`src/rtl/pcseq_pkg.sv`:
```
package pcseq_pkg;

   // Which candidate feeds the PC register on the coming edge.
   typedef enum logic [1:0] {
      NXT_SEQ    = 2'd0,
      NXT_BRANCH = 2'd1,
      NXT_JUMP   = 2'd2
   } nxt_sel_e;

   localparam int unsigned WORD_SHIFT = 2;   // byte address = word index << 2
   localparam int unsigned WORD_BYTES = 4;

endpackage

```
`src/rtl/pcseq_adder.sv`:
```
module pcseq_adder #(
   parameter int unsigned W = 32
) (
   input  logic [W-1:0] op_a,
   input  logic [W-1:0] op_b,
   output logic [W-1:0] sum
);
   // Modulo-2^W adder; carry out is not used by the sequencer.
   assign sum = op_a + op_b;
endmodule

```
`src/rtl/pcseq_target.sv`:
```
module pcseq_target
   import pcseq_pkg::*;
#(
   parameter int unsigned ADDR_W  = 32,
   parameter int unsigned INSTR_W = 32,
   parameter int unsigned OFFS_W  = 16,
   parameter int unsigned JIDX_W  = 26
) (
   input  logic [ADDR_W-1:0]  pc_cur,
   input  logic [INSTR_W-1:0] instr_word,
   output logic [ADDR_W-1:0]  pc_inc,
   output logic [ADDR_W-1:0]  br_tgt,
   output logic [ADDR_W-1:0]  jmp_tgt
);
   localparam int unsigned EXT_W    = ADDR_W - OFFS_W - WORD_SHIFT;
   localparam int unsigned REGION_W = ADDR_W - JIDX_W - WORD_SHIFT;

   logic [ADDR_W-1:0] branch_disp;
   logic [OFFS_W-1:0] imm_field;
   logic [JIDX_W-1:0] idx_field;

   assign imm_field = instr_word[OFFS_W-1:0];
   assign idx_field = instr_word[JIDX_W-1:0];

   // Sequential adder: PC + one instruction word.
   pcseq_adder #(.W(ADDR_W)) u_inc_add (
      .op_a (pc_cur),
      .op_b (ADDR_W'(WORD_BYTES)),
      .sum  (pc_inc)
   );

   // Sign extension followed by the word shift.
   generate
      if (EXT_W > 0) begin : g_sext
         assign branch_disp = {{EXT_W{imm_field[OFFS_W-1]}}, imm_field, {WORD_SHIFT{1'b0}}};
      end else begin : g_noext
         assign branch_disp = {imm_field, {WORD_SHIFT{1'b0}}};
      end
   endgenerate

   // Branch adder: PC + 4 + displacement.
   pcseq_adder #(.W(ADDR_W)) u_br_add (
      .op_a (pc_inc),
      .op_b (branch_disp),
      .sum  (br_tgt)
   );

   // Region splice: the upper bits of PC + 4, then the shifted index.
   generate
      if (REGION_W > 0) begin : g_region
         assign jmp_tgt = {pc_inc[ADDR_W-1 -: REGION_W], idx_field, {WORD_SHIFT{1'b0}}};
      end else begin : g_flat
         assign jmp_tgt = {idx_field, {WORD_SHIFT{1'b0}}};
      end
   endgenerate
endmodule

```
`src/rtl/pcseq_select.sv`:
```
module pcseq_select
   import pcseq_pkg::*;
#(
   parameter int unsigned ADDR_W = 32
) (
   input  logic              br_en,
   input  logic              cmp_zero,
   input  logic              jmp_sel,
   input  logic [ADDR_W-1:0] pc_inc,
   input  logic [ADDR_W-1:0] br_tgt,
   input  logic [ADDR_W-1:0] jmp_tgt,
   output nxt_sel_e          sel,
   output logic [ADDR_W-1:0] pc_next
);
   logic take_branch;

   assign take_branch = br_en & cmp_zero;

   // Jump first, then the branch condition, then fall through.
   always_comb begin
      if (jmp_sel)          sel = NXT_JUMP;
      else if (take_branch) sel = NXT_BRANCH;
      else                  sel = NXT_SEQ;
   end

   always_comb begin
      unique case (sel)
         NXT_JUMP:   pc_next = jmp_tgt;
         NXT_BRANCH: pc_next = br_tgt;
         default:    pc_next = pc_inc;
      endcase
   end
endmodule

```
`src/rtl/pcseq_reg.sv`:
```
module pcseq_reg
   import pcseq_pkg::*;
#(
   parameter int unsigned ADDR_W   = 32,
   parameter bit          TRIM_LOW = 1'b1,
   parameter logic [ADDR_W-1:0] RESET_PC = '0
) (
   input  logic              clk,
   input  logic              rst,
   input  logic [ADDR_W-1:0] pc_next,
   output logic [ADDR_W-1:0] pc_q
);
   localparam int unsigned IDX_W = ADDR_W - WORD_SHIFT;

   generate
      if (TRIM_LOW) begin : g_word_idx
         // Store only the word index; the byte offset is tied to zero.
         logic [IDX_W-1:0] idx_q;
         logic [WORD_SHIFT-1:0] unused_byte_bits;
         assign unused_byte_bits = pc_next[WORD_SHIFT-1:0];
         always_ff @(posedge clk) begin
            if (rst) idx_q <= RESET_PC[ADDR_W-1:WORD_SHIFT];
            else     idx_q <= pc_next[ADDR_W-1:WORD_SHIFT];
         end
         assign pc_q = {idx_q, {WORD_SHIFT{1'b0}}};
      end else begin : g_full
         logic [ADDR_W-1:0] full_q;
         always_ff @(posedge clk) begin
            if (rst) full_q <= RESET_PC;
            else     full_q <= pc_next;
         end
         assign pc_q = full_q;
      end
   endgenerate
endmodule

```
`src/rtl/pc_sequencer.sv`:
```
module pc_sequencer
   import pcseq_pkg::*;
#(
   parameter int unsigned ADDR_W   = 32,
   parameter int unsigned INSTR_W  = 32,
   parameter int unsigned OFFS_W   = 16,
   parameter int unsigned JIDX_W   = 26,
   parameter bit          TRIM_LOW = 1'b1
) (
   input  logic               clk,
   input  logic               rst,
   input  logic [INSTR_W-1:0] instr_word,
   input  logic               br_en,
   input  logic               cmp_zero,
   input  logic               jmp_sel,
   output logic [ADDR_W-1:0]  pc_q
);
   localparam logic [ADDR_W-1:0] RESET_PC = '0;

   // Elaboration-time parameter checks.
   generate
      if (JIDX_W + WORD_SHIFT > ADDR_W) begin : g_bad_jidx
         $error("pc_sequencer: JIDX_W + 2 must not exceed ADDR_W");
      end
      if (OFFS_W + WORD_SHIFT > ADDR_W) begin : g_bad_offs
         $error("pc_sequencer: OFFS_W + 2 must not exceed ADDR_W");
      end
      if (JIDX_W > INSTR_W || OFFS_W > INSTR_W) begin : g_bad_instr
         $error("pc_sequencer: instruction fields wider than INSTR_W");
      end
      if (INSTR_W > JIDX_W) begin : g_opc_sink
         logic [INSTR_W-JIDX_W-1:0] unused_opc_bits;
         assign unused_opc_bits = instr_word[INSTR_W-1:JIDX_W];
      end
   endgenerate

   logic [ADDR_W-1:0] pc_inc;
   logic [ADDR_W-1:0] br_tgt;
   logic [ADDR_W-1:0] jmp_tgt;
   logic [ADDR_W-1:0] pc_next;
   nxt_sel_e          nxt_sel;

   pcseq_target #(
      .ADDR_W  (ADDR_W),
      .INSTR_W (INSTR_W),
      .OFFS_W  (OFFS_W),
      .JIDX_W  (JIDX_W)
   ) u_target (
      .pc_cur     (pc_q),
      .instr_word (instr_word),
      .pc_inc     (pc_inc),
      .br_tgt     (br_tgt),
      .jmp_tgt    (jmp_tgt)
   );

   pcseq_select #(.ADDR_W(ADDR_W)) u_select (
      .br_en    (br_en),
      .cmp_zero (cmp_zero),
      .jmp_sel  (jmp_sel),
      .pc_inc   (pc_inc),
      .br_tgt   (br_tgt),
      .jmp_tgt  (jmp_tgt),
      .sel      (nxt_sel),
      .pc_next  (pc_next)
   );

   pcseq_reg #(
      .ADDR_W   (ADDR_W),
      .TRIM_LOW (TRIM_LOW),
      .RESET_PC (RESET_PC)
   ) u_pc (
      .clk     (clk),
      .rst     (rst),
      .pc_next (pc_next),
      .pc_q    (pc_q)
   );
endmodule

```
`config.mk`:
```
export PLATFORM = sky130hd
export DESIGN_NAME = pc_sequencer
export DESIGN_NICKNAME = d
export VERILOG_FILES = /design/src/rtl/pcseq_pkg.sv /design/src/rtl/pcseq_adder.sv /design/src/rtl/pcseq_target.sv /design/src/rtl/pcseq_select.sv /design/src/rtl/pcseq_reg.sv /design/src/rtl/pc_sequencer.sv
export SDC_FILE = /design/constraint.sdc
export NUM_CORES = 1
export LEC_CHECK = 0
export CORE_MARGIN = 4
export CORE_UTILIZATION = 35
export CTS_CLUSTER_SIZE = 16
export DETAILED_ROUTE_END_ITERATION = 8
export DONT_BUFFER_PORTS = 1
export GPL_ROUTABILITY_DRIVEN = 0
export HOLD_SLACK_MARGIN = 0.15
export MAX_ROUTING_LAYER = met4
export RECOVER_POWER = 100
export SLEW_MARGIN = 20
export SYNTH_ARGS = -nofsm -noshare
export SYNTH_HDL_FRONTEND = slang
export SYNTH_SLANG_ARGS = --single-unit
```
`constraint.sdc`:
```
create_clock -name clk -period 3.8 [get_ports clk]
set_input_delay 0.76 -clock clk [delete_from_list [all_inputs] [get_ports clk]]
set_output_delay 0.76 -clock clk [all_outputs]
set_load 0.01 [all_outputs]
```
# [Yosys cells after proc, flatten, opt, wreduce, memory -nomap -nowiden]
# Index checks and enable logic that the tools add are counted.
[op_classes] muxes=3 n_addsub=2 n_eq_ne=2 n_bitwise=1
[ops] op="32-bit one-hot mux with 2 select lines" count=1
[ops] op="32-bit by 3-bit adder with 32-bit output (second input constant)" count=1
[ops] op="32-bit adder" count=1
[ops] op="2-bit by 1-bit == test with 1-bit output (second input constant)" count=1
[ops] op="2-bit == test (second input constant)" count=1
[ops] op="2-bit 2-to-1 mux" count=1
[ops] op="1-bit bitwise AND" count=1
[ops] op="1-bit 2-to-1 mux" count=1
[totals] inputBits=37 register_bits=30 out_inout_bits=32 elab_cells=9

# [Longest topological paths before layout]
[logic_depth] depth_word=5 depth_mapped=16 mapped_depth_nobuf=16

# [Cells and area by module]
# From an unflattened synthesis, not the netlist that was laid out.
[hier_totals] cells_unflattened=725 hier_area_um2=5773.0
[by_module_without_submodules] module="pcseq_adder (u_target.u_br_add)" area_each_um2=1744.2 seq_area_each_um2=0.0 cells_per_inst=241 n_inst=1
[by_module_without_submodules] module="pcseq_adder (u_target.u_inc_add)" area_each_um2=1720.4 seq_area_each_um2=0.0 cells_per_inst=232 n_inst=1
[by_module_without_submodules] module="pcseq_select" area_each_um2=1159.9 seq_area_each_um2=0.0 cells_per_inst=152 n_inst=1
[by_module_without_submodules] module="pcseq_reg" area_each_um2=900.9 seq_area_each_um2=600.6 cells_per_inst=66 n_inst=1
[by_module_without_submodules] module="pcseq_target" area_each_um2=247.7 seq_area_each_um2=0.0 cells_per_inst=34 n_inst=1

# [Worst setup path after synthesis]
# No wires, ideal clock.
[synth_path] path_kind="register -> register" from="reg u_pc.g_word_idx.idx_q[5]" to="reg u_pc.g_word_idx.idx_q[29]" n_path_buf=1 required_time_ps=3729 synth_period_minus_slack_ps=3928 setup_time_ps=71 arrival_ps=3857 path_slack_ps=-128 stages_incl_launch_ff=16 cell_sequence="dfxtp_1 and4_1 nand4_1 nor3_1 nand3_1 xnor2_1 ha_1 buf_4 nand2_2 or3_1 a31oi_1 o21ai_1 or4_1 and4_4 or4_1 a21oi_1"
[synth_via] elab_chain_cells=3
[synth_lines] item="from (decl)" line="pcseq_reg.sv:18" text="logic [IDX_W-1:0] idx_q;"
[synth_lines] item="from (signal assigned)" line="pcseq_reg.sv:22" text="if (rst) idx_q <= RESET_PC[ADDR_W-1:WORD_SHIFT];"
[synth_lines] item="from (signal assigned)" line="pcseq_reg.sv:23" text="else idx_q <= pc_next[ADDR_W-1:WORD_SHIFT];"
[synth_lines] item="32-bit by 3-bit adder with 32-bit output *" line="pcseq_adder.sv:9" text="assign sum = op_a + op_b;"
[synth_lines] item="32-bit adder" line="pcseq_adder.sv:9"
[synth_lines] item="32-bit one-hot mux with 2 select lines *" line="pcseq_select.sv:27" text="unique case (sel)"
# Mark *: on every way between the ends. The rest lies on a longest branch, timed or not.
# A chain may end at the register's enable or synchronous reset.

# [Worst setup path in the final report]
[layout_path] from="reg u_pc.g_word_idx.idx_q[6]" to="reg u_pc.g_word_idx.idx_q[29]"
# Same word-level chain as after synthesis.

==> reports/qor.yml <==
outcome:
  status: "completed"
floorplanning:
  die_x_um: 107
  initial_utilization_pct: 36.3
  dieArea_um2: 11400
  fp.dieH_um: 107
  rows: 35
  core_area_um2: 9370
  io_pins: 69
cells_and_area:
  drive_gt1_share_pct: 22.0
  diodes: 0
  multiInputGateArea_um2: 2850
  largestRegisters: "u_pc.g_word_idx.idx_q: 30 flops"
  seqCellArea_um2: 604
  area_delta_synth_final_pct: 24.0
  nNetsFinal: 587
  num-fill-cells: 960
  stdcell_count: 642
  largest_reg_flops: 30
  layout_common_cells: "buf_4 (60), nand2_1 (49), nor2_1 (43)"
  final_common_cell: "buf_4"
  regMostFlops: "u_pc.g_word_idx.idx_q"
  finish.utilization_pct: 45.0
cts:
  clk_latency_ps: 290
  cts_tree: "yes"
  worst_setup_hold_path_clk_slew_ps: 80
  cts_hold_repair.buffers: 0
  numCtsBuffers: 5
  clock_path_buffers: 2
  clock-sinks: 30
  h-tree-depth: 2
  clockRootBuffer: "clkbuf_8"
global_route:
  grt.total_usage_pct: 20.2
  antenna_found_initial: 0
  grt_pass1_wl_um: 18100
  grt_pass1_vias: 3670
  grt_max_degree: 28
  grt-ovfl-total: 0
yosys:
  synth_edf_count: 0
  async_reset_ff_share_pct: 0
  synth-seq-area-share_pct: 17.7
  synth_cell_type_count: 59
  syn_inst: 465
  netlist_area_um2: 3400
  dominantRegCellSynth: "dfxtp_1"
  ys_ff_latch: 30
  syn_avg_cell_area_um2: 7.32
  ys_warn_count: 0
setup_path:
  max_stage_delay_ps: 560
  critPathBufInv: 0
  path_cells: "and4_4 > nand4_1 > nor3_2 > nand2_1 > xnor2_2 > ha_1 > nand2_2 > or3_4 > a31oi_4 > o21ai_2 > or4_4 > and4_4 > or4_4 > a21oi_2"
  rrSetupSlack_ps: 120
  crit_required_ps: 4040
  critPathSlowestCell: "or4_4"
  critical_path_arrival_ps: 3920
  worstReg2RegStart: "u_pc.g_word_idx.idx_q[6]"
  cp_top_family: "simple AND/OR/NAND/NOR gates"
  start_kind: "flop"
  cp-end-kind: "flop"
  reg2regPathDepth: 14
  path_max_fanout: 4
  r2r_end: "u_pc.g_word_idx.idx_q[29]"
  crit_type: "reg -> reg"
detailed_routing:
  drcViolationCount: 0
  viasPerCell: 5.62
  routed_wl_um: 11300
  vias: 3610
  drt-pass1-iter-count: 5
  drt_iter0_drc: 214
  ant_nets: 0
  wl_per_cell_um: 17.6
timing:
  period_minus_slack_ps: 3680
  setup_viol: 0
  fin_crit_sh_pct: 96.9
  slew_viol_final: 0
  rsz0062_at_grt: "true"
  skew_ps: 8.26
  max_freq_ghz: 0.272
  hold_viol: 0
  finalWorstSetupSlack_ps: 119
worst_hold_path:
  min_to: "u_pc.g_word_idx.idx_q[29]"
  min-delay-start: "rst"
  holdPathStages: 1
  hp-class: "in -> reg"
power_and_ir_drop:
  ir_drop_mv: 0.146
  power.density_nw_per_um2: 283
  p_leak_nw: 1.79
  finalPower_mw: 1.19
placed_design:
  dp_cells: 632
  numPortBuffers: 0
  hpwl_um: 8630
  place_ws_ps: -102
job:
  maxCapViolations: 0
-- timing repair --
action	4_1_cts	5_1_grt
buffers inserted	0	4
pin swaps	5	19
gates resized for setup	5	35
setup endpoints to repair	2	6
-- power breakdown --
group	switching [mW]	leakage, nW	internal [mW]
Combinational	0.298	1.50	0.244
Clock	0.140	0.0431	0.140
Sequential	0.0296	0.250	0.341
Total	0.467	1.79	0.724
-- synthesized netlist by cell type (13+ instances only) --
master     n  area, um2
xnor2_1   29        254
nand2_1   50        188
a21oi_1   42        210
nor2_1    45        169
clkbuf_1  13       48.8
ha_1      35        438
a211oi_1  15        113
xor2_1    19        166
o21ai_0   27        135
dfxtp_1   30        601
inv_1     13       48.8
nand3_1   14       70.1
-- through the flow --
stage | hold WS [ps] | instance area, um2 | setup TNS (ps)
floorplan | 623 | 3420 | 0
global placement | 640 | 3920 | -96.1
detailed placement | 657 | 3920 | -185
CTS | 530 | 4020 | 0
global route | 524 | 4220 | -79.9
finish | 522 | 4220 | 0
-- how the worst max path moves through the flow --
stage / end / from / cells after the start / slack (ps)
global route: u_pc.g_word_idx.idx_q[29] / u_pc.g_word_idx.idx_q[7] / 14 / -80
finish: u_pc.g_word_idx.idx_q[29] / u_pc.g_word_idx.idx_q[6] / 14 / 120
CTS: u_pc.g_word_idx.idx_q[29] / u_pc.g_word_idx.idx_q[6] / 14 / 10
detailed placement: u_pc.g_word_idx.idx_q[29] / u_pc.g_word_idx.idx_q[6] / 15 / -100
floorplan: u_pc.g_word_idx.idx_q[29] / u_pc.g_word_idx.idx_q[5] / 15 / 9
global placement: u_pc.g_word_idx.idx_q[29] / u_pc.g_word_idx.idx_q[5] / 15 / -50
-- metal layers --
layer / vias to the layer above / global-route usage (%) / share of wire, %
met5: - / - / 0
met4: 0 / 5.39 / 2.0
met3: 20 / 4.39 / 6.7
met2: 111 / 33.0 / 47
met1: 1682 / 25.4 / 44
li1: 1797 / - / -
-- cells by family (layout without fill, tap and decap cells) --
family	count (synthesis)	in the layout	synth area share, %
simple gates	167	167	23.5
compound gates	146	146	27.9
xor+xnor	48	48	12.4
fa+ha+maj	36	36	13.5
buf+inv	35	82	4.41
flops	30	30	17.7
mux	2	2	0.588
other cells	1	2	0.110
-- layout make-up --
type / count / share of cell area, %
clock buffer: 6 / 1.96
inverter: 14 / 1.25
multi-input combinational: 401 / 67.6
sequential: 30 / 14.3
tap: 129 / 3.83
timing repair buffer: 62 / 11.0
(Power assumes the default switching activity.)
